===== src/rtl/bf_pkg.sv =====
package bf_pkg;
   localparam int unsigned THR_W     = 8;
   localparam int unsigned LO_LSB    = 0;
   localparam int unsigned HI_LSB    = 8;
   localparam int unsigned FLUSH_BIT = 16;
   localparam int unsigned CFG_W     = FLUSH_BIT + 1;

   typedef struct packed {
      logic [THR_W-1:0] hi;
      logic [THR_W-1:0] lo;
   } bf_thr_t;
endpackage


===== src/rtl/bf_cfg.sv =====
module bf_cfg
   import bf_pkg::*;
(
   input  logic             clk,
   input  logic             rst_n,
   input  logic             cfg_we,
   input  logic [CFG_W-1:0] cfg_wdata,
   output bf_thr_t          thr_q,
   output bf_thr_t          thr_nxt,
   output logic             flush,
   output logic [CFG_W-1:0] cfg_rdata
);
   bf_thr_t wr_thr;

   always_comb begin
      wr_thr.hi = cfg_wdata[HI_LSB +: THR_W];
      wr_thr.lo = cfg_wdata[LO_LSB +: THR_W];
      thr_nxt   = cfg_we ? wr_thr : thr_q;
      flush     = cfg_we & cfg_wdata[FLUSH_BIT];
   end

   always_ff @(posedge clk or negedge rst_n) begin
      if (!rst_n) thr_q <= '0;
      else        thr_q <= thr_nxt;
   end

   always_comb begin
      cfg_rdata                   = '0;
      cfg_rdata[HI_LSB +: THR_W]  = thr_q.hi;
      cfg_rdata[LO_LSB +: THR_W]  = thr_q.lo;
   end

   p_thr_load_r9: assert property (@(posedge clk) disable iff (!rst_n)
      cfg_we |=> (cfg_rdata[HI_LSB +: THR_W] == $past(cfg_wdata[HI_LSB +: THR_W]))
              && (cfg_rdata[LO_LSB +: THR_W] == $past(cfg_wdata[LO_LSB +: THR_W])));

   p_flush_bit_low_r9: assert property (@(posedge clk) disable iff (!rst_n)
      cfg_we |=> (cfg_rdata[FLUSH_BIT] == 1'b0));
endmodule


===== src/rtl/bf_ptr_ctrl.sv =====
module bf_ptr_ctrl #(
   parameter int unsigned DEPTH = 128,
   parameter int unsigned PTR_W = $clog2(DEPTH),
   parameter int unsigned CNT_W = $clog2(DEPTH + 1)
) (
   input  logic             clk,
   input  logic             rst_n,
   input  logic             push_req,
   input  logic             pop_req,
   input  logic             flush,
   output logic             wr_en,
   output logic [PTR_W-1:0] wr_ptr,
   output logic [PTR_W-1:0] rd_ptr,
   output logic [CNT_W-1:0] count,
   output logic [CNT_W-1:0] cnt_nxt,
   output logic             full,
   output logic             empty
);
   localparam bit IS_POW2 = (DEPTH & (DEPTH - 1)) == 0;

   logic             take_pop, take_push;
   logic [PTR_W-1:0] wr_inc, rd_inc;

   generate
      if (IS_POW2) begin : g_pow2_wrap
         assign wr_inc = wr_ptr + PTR_W'(1);
         assign rd_inc = rd_ptr + PTR_W'(1);
      end else begin : g_cmp_wrap
         assign wr_inc = (wr_ptr == PTR_W'(DEPTH - 1)) ? '0 : wr_ptr + PTR_W'(1);
         assign rd_inc = (rd_ptr == PTR_W'(DEPTH - 1)) ? '0 : rd_ptr + PTR_W'(1);
      end
   endgenerate

   always_comb begin
      take_pop  = pop_req & ~empty & ~flush;
      take_push = push_req & (~full | (pop_req & ~empty)) & ~flush;
      wr_en     = take_push;
      if (flush) begin
         cnt_nxt = '0;
      end else begin
         unique case ({take_push, take_pop})
            2'b10:   cnt_nxt = count + CNT_W'(1);
            2'b01:   cnt_nxt = count - CNT_W'(1);
            default: cnt_nxt = count;
         endcase
      end
   end

   always_ff @(posedge clk or negedge rst_n) begin
      if (!rst_n) begin
         wr_ptr <= '0;
         rd_ptr <= '0;
         count  <= '0;
         full   <= 1'b0;
         empty  <= 1'b1;
      end else begin
         if (flush) begin
            wr_ptr <= '0;
            rd_ptr <= '0;
         end else begin
            if (take_push) wr_ptr <= wr_inc;
            if (take_pop)  rd_ptr <= rd_inc;
         end
         count <= cnt_nxt;
         full  <= (cnt_nxt == CNT_W'(DEPTH));
         empty <= (cnt_nxt == '0);
      end
   end

   p_no_overflow_r3: assert property (@(posedge clk) disable iff (!rst_n)
      count <= CNT_W'(DEPTH));

   p_full_drop_r3: assert property (@(posedge clk) disable iff (!rst_n)
      (full && push_req && !pop_req && !flush) |=> (count == CNT_W'(DEPTH)) && $stable(wr_ptr));

   p_empty_drop_r4: assert property (@(posedge clk) disable iff (!rst_n)
      (empty && pop_req && !push_req && !flush) |=> (count == '0) && $stable(rd_ptr));

   p_pair_keeps_level_r5: assert property (@(posedge clk) disable iff (!rst_n)
      (!empty && push_req && pop_req && !flush) |=> $stable(count));

   p_flush_clears_r10: assert property (@(posedge clk) disable iff (!rst_n)
      flush |=> empty && (count == '0) && (wr_ptr == rd_ptr));

   p_flags_exclusive_r7: assert property (@(posedge clk) disable iff (!rst_n)
      !(full && empty));
endmodule


===== src/rtl/bf_store.sv =====
module bf_store #(
   parameter int unsigned DEPTH  = 128,
   parameter int unsigned DATA_W = 8,
   parameter int unsigned PTR_W  = $clog2(DEPTH)
) (
   input  logic              clk,
   input  logic              wr_en,
   input  logic [PTR_W-1:0]  wr_ptr,
   input  logic [DATA_W-1:0] wr_data,
   input  logic [PTR_W-1:0]  rd_ptr,
   output logic [DATA_W-1:0] rd_data
);
   logic [DATA_W-1:0] mem [DEPTH];

   always_ff @(posedge clk) begin
      if (wr_en) mem[wr_ptr] <= wr_data;
   end

   assign rd_data = mem[rd_ptr];
endmodule


===== src/rtl/bf_level_flag.sv =====
module bf_level_flag #(
   parameter int unsigned CNT_W = 8,
   parameter int unsigned THR_W = 8
) (
   input  logic             clk,
   input  logic             rst_n,
   input  logic [CNT_W-1:0] cnt_nxt,
   input  logic [THR_W-1:0] thr_nxt,
   input  logic [CNT_W-1:0] count,
   input  logic [THR_W-1:0] thr_q,
   output logic             flag_q
);
   localparam int unsigned CMP_W = (CNT_W > THR_W) ? CNT_W : THR_W;

   logic flag_d;

   always_comb begin
      flag_d = (thr_nxt != '0) && (CMP_W'(cnt_nxt) >= CMP_W'(thr_nxt));
   end

   always_ff @(posedge clk or negedge rst_n) begin
      if (!rst_n) flag_q <= 1'b0;
      else        flag_q <= flag_d;
   end

   p_hi_track_r8: assert property (@(posedge clk) disable iff (!rst_n)
      flag_q == ((thr_q != '0) && (CMP_W'(count) >= CMP_W'(thr_q))));
endmodule


===== src/rtl/bytefifo_thr.sv =====
module bytefifo_thr
   import bf_pkg::*;
#(
   parameter int unsigned DEPTH  = 128,
   parameter int unsigned DATA_W = 8,
   parameter int unsigned LVL_W  = 8
) (
   input  logic              clk,
   input  logic              rst_n,
   input  logic              push,
   input  logic [DATA_W-1:0] push_data,
   input  logic              pop,
   output logic [DATA_W-1:0] pop_data,
   input  logic              cfg_we,
   input  logic [CFG_W-1:0]  cfg_wdata,
   output logic [CFG_W-1:0]  cfg_rdata,
   output logic [LVL_W-1:0]  level,
   output logic              full,
   output logic              empty,
   output logic              hi_flag
);
   localparam int unsigned PTR_W = $clog2(DEPTH);
   localparam int unsigned CNT_W = $clog2(DEPTH + 1);

   generate
      if (DEPTH < 2) begin : g_bad_depth
         $error("bytefifo_thr: DEPTH must be at least 2");
      end
      if (DEPTH >= (1 << LVL_W)) begin : g_bad_lvl
         $error("bytefifo_thr: LVL_W too narrow for DEPTH");
      end
      if (DATA_W < 1) begin : g_bad_data
         $error("bytefifo_thr: DATA_W must be positive");
      end
   endgenerate

   bf_thr_t          thr_q, thr_nxt;
   logic             flush, wr_en;
   logic [PTR_W-1:0] wr_ptr, rd_ptr;
   logic [CNT_W-1:0] count, cnt_nxt;

   bf_cfg u_cfg (
      .clk       (clk),
      .rst_n     (rst_n),
      .cfg_we    (cfg_we),
      .cfg_wdata (cfg_wdata),
      .thr_q     (thr_q),
      .thr_nxt   (thr_nxt),
      .flush     (flush),
      .cfg_rdata (cfg_rdata)
   );

   bf_ptr_ctrl #(.DEPTH(DEPTH), .PTR_W(PTR_W), .CNT_W(CNT_W)) u_ctrl (
      .clk      (clk),
      .rst_n    (rst_n),
      .push_req (push),
      .pop_req  (pop),
      .flush    (flush),
      .wr_en    (wr_en),
      .wr_ptr   (wr_ptr),
      .rd_ptr   (rd_ptr),
      .count    (count),
      .cnt_nxt  (cnt_nxt),
      .full     (full),
      .empty    (empty)
   );

   bf_store #(.DEPTH(DEPTH), .DATA_W(DATA_W), .PTR_W(PTR_W)) u_store (
      .clk     (clk),
      .wr_en   (wr_en),
      .wr_ptr  (wr_ptr),
      .wr_data (push_data),
      .rd_ptr  (rd_ptr),
      .rd_data (pop_data)
   );

   bf_level_flag #(.CNT_W(CNT_W), .THR_W(THR_W)) u_hi (
      .clk     (clk),
      .rst_n   (rst_n),
      .cnt_nxt (cnt_nxt),
      .thr_nxt (thr_nxt.hi),
      .count   (count),
      .thr_q   (thr_q.hi),
      .flag_q  (hi_flag)
   );

   assign level = LVL_W'(count);

   p_full_level_r7: assert property (@(posedge clk) disable iff (!rst_n)
      full == (level == LVL_W'(DEPTH)));

   p_empty_level_r7: assert property (@(posedge clk) disable iff (!rst_n)
      empty == (level == '0));

   p_level_step_r6: assert property (@(posedge clk) disable iff (!rst_n)
      !flush |=> (level == $past(level)) || (level == $past(level) + LVL_W'(1))
                 || (level == $past(level) - LVL_W'(1)));

   p_plain_cfg_keeps_r11: assert property (@(posedge clk) disable iff (!rst_n)
      (cfg_we && !cfg_wdata[FLUSH_BIT] && !push && !pop) |=> $stable(level));
endmodule


===== config.mk =====
export PLATFORM = sky130hd
export DESIGN_NAME = bytefifo_thr
export DESIGN_NICKNAME = d
export VERILOG_FILES = /design/src/rtl/bf_pkg.sv /design/src/rtl/bf_cfg.sv /design/src/rtl/bf_ptr_ctrl.sv /design/src/rtl/bf_store.sv /design/src/rtl/bf_level_flag.sv /design/src/rtl/bytefifo_thr.sv
export SDC_FILE = /design/constraint.sdc
export NUM_CORES = 1
export LEC_CHECK = 0
export ABC_AREA = 1
export BUFFER_PORTS_ARGS = -buffer_cell sky130_fd_sc_hd__buf_2
export CORE_ASPECT_RATIO = 0.75
export CORE_MARGIN = 2
export CORE_UTILIZATION = 35
export DETAILED_ROUTE_END_ITERATION = 10
export HOLD_SLACK_MARGIN = 0.03
export PLACE_DENSITY_LB_ADDON = 0.05
export SKIP_CTS_REPAIR_TIMING = 1
export SYNTH_ARGS = -nofsm -noshare
export SYNTH_HDL_FRONTEND = slang
export SYNTH_SLANG_ARGS = --single-unit

===== constraint.sdc =====
create_clock -name clk -period 4 [get_ports clk]
set_input_delay 0.8 -clock clk [delete_from_list [all_inputs] [get_ports clk]]
set_output_delay 0.8 -clock clk [all_outputs]
set_load 0.02 [all_outputs]

==> results.py, run 1 <==
metrics = {
    "clock_network": {
        "cts.htree.levels": 3,
        "clk_latency_ns": 0.74,
        "clkTransAtPathRegs_ns": 0.06,
        "numCtsBuffers": 112,
        "cts_buffer_depth": 3,
        "cts_tree": "built",
        "cts-root-buf": "clkbuf_16",
        "clock-sinks": 1065,
    },
    "placed_design": {
        "place.gp.congestion": 0.7848,
        "portBuffers": 64,
        "hpwl_um": 83040,
    },
    "yosys": {
        "ys_top_cells_by_count": "edfxtp_1 (1024), nor2_1 (955), nand2_1 (745)",
        "synth_cell_type_count": 33,
        "synth_top_flop_cell": "edfxtp_1",
        "ys_ff_latch": 1065,
        "synth-edff-count": 1024,
        "synthArstFlopShare": 0.03850,
        "synth.avg_cell_area_um2": 11.13,
        "synth_sequential_area_ratio": 0.7179,
        "yosys.area.top_type": "edfxtp_1",
        "syn_area_mm2": 0.04426,
        "synth.most_common_cell": "edfxtp_1",
        "netlist_instances": 3976,
        "synth_top_area_frac": 0.6947,
        "yosys_warnings": 0,
        "synth_nets": 4019,
        "synth_area_leaders": "edfxtp_1 (69%), nor2_1 (8.1%), nand2_1 (6.3%), o21ai_0 (5.0%), nand3_1 (3.3%)",
    },
    "floorplanning": {
        "ios": 66,
        "rows": 112,
        "dieArea_mm2": 0.1294,
        "die_w_um": 414.6,
        "core_mm2": 0.1250,
        "chipHeight_um": 312.0,
        "start_util": 0.3541,
    },
    "grt": {
        "grt_pass1_vias": 28410,
        "antenna_found_initial": 2,
        "grt_usage": 0.2082,
        "grt_max_degree": 90,
        "grt-ovfl-total": 0,
        "grt_pass1_wl_um": 199700,
    },
    "final_layout": {
        "final_layout_size_suffix_gt1_frac": 0.1375,
        "syn_to_final_growth_pct": 18.97,
        "n_antenna_cell": 0,
        "num-nets-final": 4202,
        "final_core_util": 0.4213,
        "n_fill_cell": 11960,
        "regArea_mm2": 0.03179,
        "multi_input_area_mm2": 0.01149,
    },
    "drt": {
        "initialDrtViolationCount": 2737,
        "dr.pass1.iters": 7,
        "vias": 30010,
        "wl_per_cell_um": 24.46,
        "ant_nets": 0,
        "viasPerCell": 5.080,
        "wirelength_um": 144400,
        "drc": 0,
    },
    "power_and_ir_drop": {
        "p_per_area_mw_per_mm2": 676.8,
        "p_leak_nw": 18.91,
        "report.power.total_w": 0.03564,
        "p_seq_frac": 0.350,
        "switching_share": 0.3687,
        "p_int_w": 0.02250,
        "clkPwrFrac": 0.285,
        "combPwrFrac": 0.365,
        "p_switching_w": 0.01314,
        "ir_worst_vdd_v": 0.0004131,
    },
    "worst_setup_path": {
        "path_buf_inv": 5,
        "worstSetupPathType": "flop to output port",
        "cp.arrival_ns": 3.21,
        "max_stage_delay_ns": 0.55,
        "reg2reg_from": "u_ctrl.empty",
        "cp-end-kind": "output port",
        "crit_path_top_delay_cell": "dfrtp_4",
        "start_kind": "flop",
        "cp_top_family": "simple AND/OR/NAND/NOR gates",
        "worst-path-max-fanout": 20,
        "cp_cell_sequence": "clkinv_8 > buf_8 > buf_4 > clkbuf_16 > nor2_1 > o21ai_0 > nand3_1 > nand2_1 > nor2_1 > nor2_1 > nor2_1 > nor2_2 > nor2_4 > buf_2",
        "startpoint": "u_ctrl.rd_ptr[1]",
        "cpMostUsedCell": "nor2_1",
        "worstPathRequired_ns": 3.20,
    },
    "sta": {
        "setup_viol": 1,
        "fin_crit_sh": 1.002,
        "finalHoldViolCount": 0,
        "maxSlewHeadroom": 0.2935,
        "setup_slack_ns": -0.007621,
        "finClkSkew_ns": 0.02734,
        "rsz0062_at_grt": "true",
        "slew_violations": 0,
        "whs_ns": 0.1473,
        "finalSetupTns_ns": -0.007621,
        "max_freq_ghz": 0.2495,
        "fin_crit_ns": 4.008,
        "worst_pin_slew_ns": 1.060,
    },
    "run": {
        "drv_cap": 0,
    },
    "outcome": {
        "status": "finished, violations left",
        "violations": "setup timing",
    },
    "worst_hold_path": {
        "hold_class": "input pin to async pin",
    },
}
[worst register-to-register path, delay by kind of cell, from the launching register on]
family          cells  cell delay [ns]
simple gates       16             1.43
fa+ha+maj           3             0.65
compound gates      2             0.19
flops               1             0.53
buf+inv             5             0.28
[per-layer routing]
layer,vias to the layer above,GRT usage,wire length (um),share of wire
met5,-,0,0,0
met4,0,0.04653,2918,0.020
met3,156,0.02927,7146,0.049
met2,755,0.3153,63920,0.44
met1,15040,0.3168,70450,0.49
li1,14060,-,-,-
[kinds of logic (layout without fill, tap and decap cells)]
kind of cell	count (synthesis)	in the layout	share of synthesized area
AO/OA/AOI/OAI	521	521	0.05996
XOR/XNOR	4	4	0.0007914
adder cells (fa/ha/maj)	13	13	0.003675
buffers and inverters	349	626	0.03491
flip-flops	1065	1065	0.7179
multiplexers	8	8	0.002035
other	1	1	0.00008472
AND/OR/NAND/NOR	2015	2015	0.1806
[path summary, 6_finish.rpt]
path	end	slack [ns]	cells after the start
max	pop_data[2]	-0.008	14
min in group clk	u_cfg.cfg_rdata[2]	0.32	2
min reg2reg	u_cfg.cfg_rdata[6]	0.50	1
min	u_cfg.cfg_rdata[13]	0.15	1
max in group asynchronous	u_ctrl.rd_ptr[0]	3.14	2
max reg2reg	u_hi.flag_q	0.88	26
[area by class of cell]
| cell class | count | share of cell area |
|---|---|---|
| Timing Repair inverter | 4 | 0.0007128 |
| Tap cell | 1653 | 0.03928 |
| Sequential cell | 1065 | 0.6036 |
| Timing Repair Buffer | 291 | 0.06244 |
| Clock buffer | 140 | 0.05562 |
| Clock inverter | 68 | 0.01081 |
| Inverter | 123 | 0.009290 |
| Multi-Input combinational cell | 2562 | 0.2182 |
[state kept, by name, indices dropped and copies added, names as in the netlist]
| name | cells |
|---|---|
| u_store.mem | 1024 |
| u_cfg.cfg_rdata | 16 |
| u_ctrl.count | 8 |
| u_ctrl.rd_ptr | 7 |
| u_ctrl.wr_ptr | 7 |
| u_ctrl.empty | 1 |
| u_ctrl.full | 1 |
| u_hi.flag_q | 1 |
[power groups by stage]
stage | combinational [W] | sequential [W] | clock, W
final | 0.0130 | 0.0125 | 0.0102
after CTS | 0.0109 | 0.0125 | 0.0103
after floorplan | 0.00640 | 0.0127 | 0
after global placement | 0.0109 | 0.0127 | 0
after detailed placement | 0.0109 | 0.0127 | 0
after global routing | 0.0142 | 0.0125 | 0.0108
[layout by cell type (no fill, tap or decap), types with 5 or more instances in the layout]
| cell | instances |
|---|---|
| clkbuf_1 | 27 |
| o21ai_1 | 34 |
| o211ai_1 | 12 |
| a21oi_2 | 9 |
| nand3_2 | 22 |
| nand2_1 | 726 |
| clkinv_1 | 30 |
| clkbuf_16 | 134 |
| bufinv_16 | 6 |
| mux2_2 | 8 |
| o21ai_0 | 419 |
| nor2_1 | 907 |
| buf_12 | 29 |
| dfrtp_1 | 37 |
| buf_8 | 6 |
| buf_16 | 19 |
| clkinv_8 | 5 |
| a21oi_1 | 34 |
| nand3_1 | 261 |
| edfxtp_1 | 1024 |
| nand4_1 | 11 |
| buf_2 | 50 |
| ha_1 | 13 |
| nor2_4 | 18 |
| nand3_4 | 9 |
| buf_4 | 144 |
| clkinv_2 | 25 |
| buf_6 | 20 |
| nand2_2 | 20 |
| inv_1 | 113 |
| nor2_2 | 31 |
| nor3_1 | 6 |
[stage by stage]
stage | area [um2] | cells | setup slack (ns)
finish | 52660 | 5906 | -0.007621
global route | 52660 | 5906 | -0.09102
CTS | 50890 | 5844 | -0.4037
detailed placement | 47390 | 5636 | 0.3797
global placement | 47390 | 5636 | 0.3657
floorplan | 44260 | 3976 | 0.4212
Power figures use the tool's default switching activity.
==> run 2: changes to the inputs <==
--- a/config.mk
+++ b/config.mk
@@ -7,9 +7,9 @@
 export LEC_CHECK = 0
 export ABC_AREA = 1
 export BUFFER_PORTS_ARGS = -buffer_cell sky130_fd_sc_hd__buf_2
-export CORE_ASPECT_RATIO = 0.75
 export CORE_MARGIN = 2
 export CORE_UTILIZATION = 35
+export CTS_CLUSTER_SIZE = 20
 export DETAILED_ROUTE_END_ITERATION = 10
 export HOLD_SLACK_MARGIN = 0.03
 export PLACE_DENSITY_LB_ADDON = 0.05
==> run 2 against run 1 <==
The run now ends clean. Non-clock buffer count is 10 higher. Global-route usage is 0.15 points lower. Combinational power hardly changed. Worst hold slack worse by 0.026 ns. Register-to-register slack hardly changed. Clock skew is 0.0048 ns lower. Critical endpoint unchanged. Largest power group unchanged. Highest routed layer unchanged.
==> results.py, run 2 (synthesis gave the netlist of run 1 again) <==
metrics = {
    "power_and_ir_drop": {
        "report.power.total_w": 0.03636,
        "p_leak_nw": 19.16,
        "p_per_area_mw_per_mm2": 682.5,
        "ir_worst_vdd_v": 0.0003863,
    },
    "clock_network": {
        "numCtsBuffers": 121,
        "clock-sinks": 1065,
        "clk_latency_ns": 0.74,
        "cts_tree": "built",
        "cts.htree.levels": 3,
        "cts-root-buf": "clkbuf_16",
        "clkTransAtPathRegs_ns": 0.06,
        "cts_buffer_depth": 3,
    },
    "grt": {
        "grt_max_degree": 94,
        "grt_pass1_vias": 28990,
        "antenna_found_initial": 1,
        "grt_pass1_wl_um": 198200,
        "grt-ovfl-total": 0,
        "grt_usage": 0.2067,
    },
    "worst_setup_path": {
        "max_stage_delay_ns": 0.45,
        "worstPathRequired_ns": 3.20,
        "startpoint": "u_ctrl.rd_ptr[0]",
        "cp_top_family": "simple AND/OR/NAND/NOR gates",
        "reg2reg_from": "u_ctrl.empty",
        "start_kind": "flop",
        "cp-end-kind": "output port",
        "crit_path_top_delay_cell": "dfrtp_4",
        "cp_cell_sequence": "buf_12 > buf_16 > buf_16 > buf_6 > nor2_1 > nor2_1 > o21ai_0 > nand3_1 > nand3_2 > nand2_1 > nand2_1 > nor2_2 > nor2_4 > nor2_4 > buf_4",
        "path_buf_inv": 5,
        "worst-path-max-fanout": 7,
        "worstSetupPathType": "flop to output port",
        "cp.arrival_ns": 3.15,
    },
    "sta": {
        "finalHoldViolCount": 0,
        "setup_viol": 0,
        "max_freq_ghz": 0.2533,
        "fin_crit_sh": 0.9870,
        "maxSlewHeadroom": 0.3194,
        "worst_pin_slew_ns": 1.021,
        "finalSetupTns_ns": 0,
        "finClkSkew_ns": 0.02253,
        "slew_violations": 0,
        "fin_crit_ns": 3.948,
        "rsz0062_at_grt": "true",
    },
    "final_layout": {
        "final_cell_mix": "edfxtp_1 (1024), nor2_1 (889), nand2_1 (720), o21ai_0 (407), nand3_1 (264)",
        "num-nets-final": 4221,
        "final_layout_size_suffix_gt1_frac": 0.1444,
        "top_register": "u_store.mem",
        "largest_reg_flops": 1024,
        "fin_area_mm2": 0.05327,
        "regArea_mm2": 0.03179,
        "n_fill_cell": 12050,
        "multi_input_area_mm2": 0.01163,
        "final_common_cell": "edfxtp_1",
        "syn_to_final_growth_pct": 20.36,
    },
    "drt": {
        "vias": 29840,
        "wirelength_um": 145100,
        "dr.pass1.iters": 5,
        "drc": 0,
        "wl_per_cell_um": 24.46,
        "viasPerCell": 5.029,
        "initialDrtViolationCount": 2536,
        "ant_nets": 0,
    },
    "placed_design": {
        "place_area_mm2": 0.04745,
        "portBuffers": 64,
        "place.gp.congestion": 0.8157,
        "hpwl_um": 80680,
    },
    "run": {
        "drv_cap": 0,
    },
    "floorplanning": {
        "chipHeight_um": 359.6,
        "rows": 130,
        "core_mm2": 0.1256,
        "dieArea_mm2": 0.1293,
        "die_w_um": 359.6,
        "start_util": 0.3525,
        "ios": 66,
    },
    "worst_hold_path": {
        "hold_class": "input pin to async pin",
    },
    "outcome": {
        "status": "completed",
    },
}
run 2: cell count changes in the layout (fill, tap and decap cells not counted), sizes merged:
cell	before	now
clkbuf	163	186
clkinvlp	3	0
bufinv	6	7
clkinv	62	65
diode	0	2
buf	268	272
run 2: per-stage QoR:
stage               hold slack [ns]  setup slack [ns]  instances    util
floorplan                    0.5044            0.4212       3976       -
CTS                         0.09517           -0.4732       5865  0.4075
detailed placement           0.4899            0.3350       5639  0.3779
global route                 0.1393          -0.06710       5931  0.4242
global placement             0.4857            0.3197       5639  0.3779
finish                       0.1215           0.05207       5933  0.4243
run 2: final cells by class:
| type | count | share of cell area |
|---|---|---|
| clock buffers | 157 | 0.06055 |
| flip-flops and latches | 1065 | 0.5967 |
| multi-input cells | 2562 | 0.2183 |
| clock inverters | 69 | 0.009230 |
| inverters | 123 | 0.009653 |
| well taps | 1650 | 0.03875 |
| repair buffers | 301 | 0.06560 |
| diodes | 2 | 0.00009395 |
| repair inverters | 4 | 0.001151 |
run 2: worst paths after layout:
check,endpoint,slack [ns],depth (start not counted)
max in group asynchronous,u_ctrl.rd_ptr[0],3.18,2
min in group clk,u_cfg.cfg_rdata[6],0.30,2
setup reg to reg,u_hi.flag_q,0.87,19
hold / removal,u_cfg.cfg_rdata[12],0.12,1
hold reg to reg,u_cfg.cfg_rdata[5],0.50,1
setup / recovery,pop_data[2],0.05,15
run 2: per-layer routing:
layer  vias up  global-route usage  wire length [um]
met2       631              0.3416             70040
met1     14930              0.2849             66000
met3       167             0.03351              6198
met5         -                   0                 0
li1      14120                   -                 -
met4         0             0.04927              2871
run 2: power breakdown:
part	total, W	switching (W)	internal, W
registers	0.0125	0.000136	0.0123
logic	0.0133	0.00845	0.00486
clock network	0.0106	0.00450	0.00607
total	0.0364	0.0131	0.0233
run 2: worst reg2reg max path, cell delays in order (launching register included):
cell and delay [ns]:
dfstp_2 0.53, inv_1 0.03, nand2_1 0.07, buf_4 0.15
nor2_1 0.07, buf_4 0.15, ha_1 0.46, clkinv_1 0.34
nand2_1 0.14, inv_1 0.04, nor3_1 0.28, inv_1 0.09
ha_1 0.19, inv_1 0.05, a21oi_1 0.05, o21ai_0 0.15
nand2_1 0.07, o2111ai_1 0.07, o21ai_0 0.10, inv_1 0.06
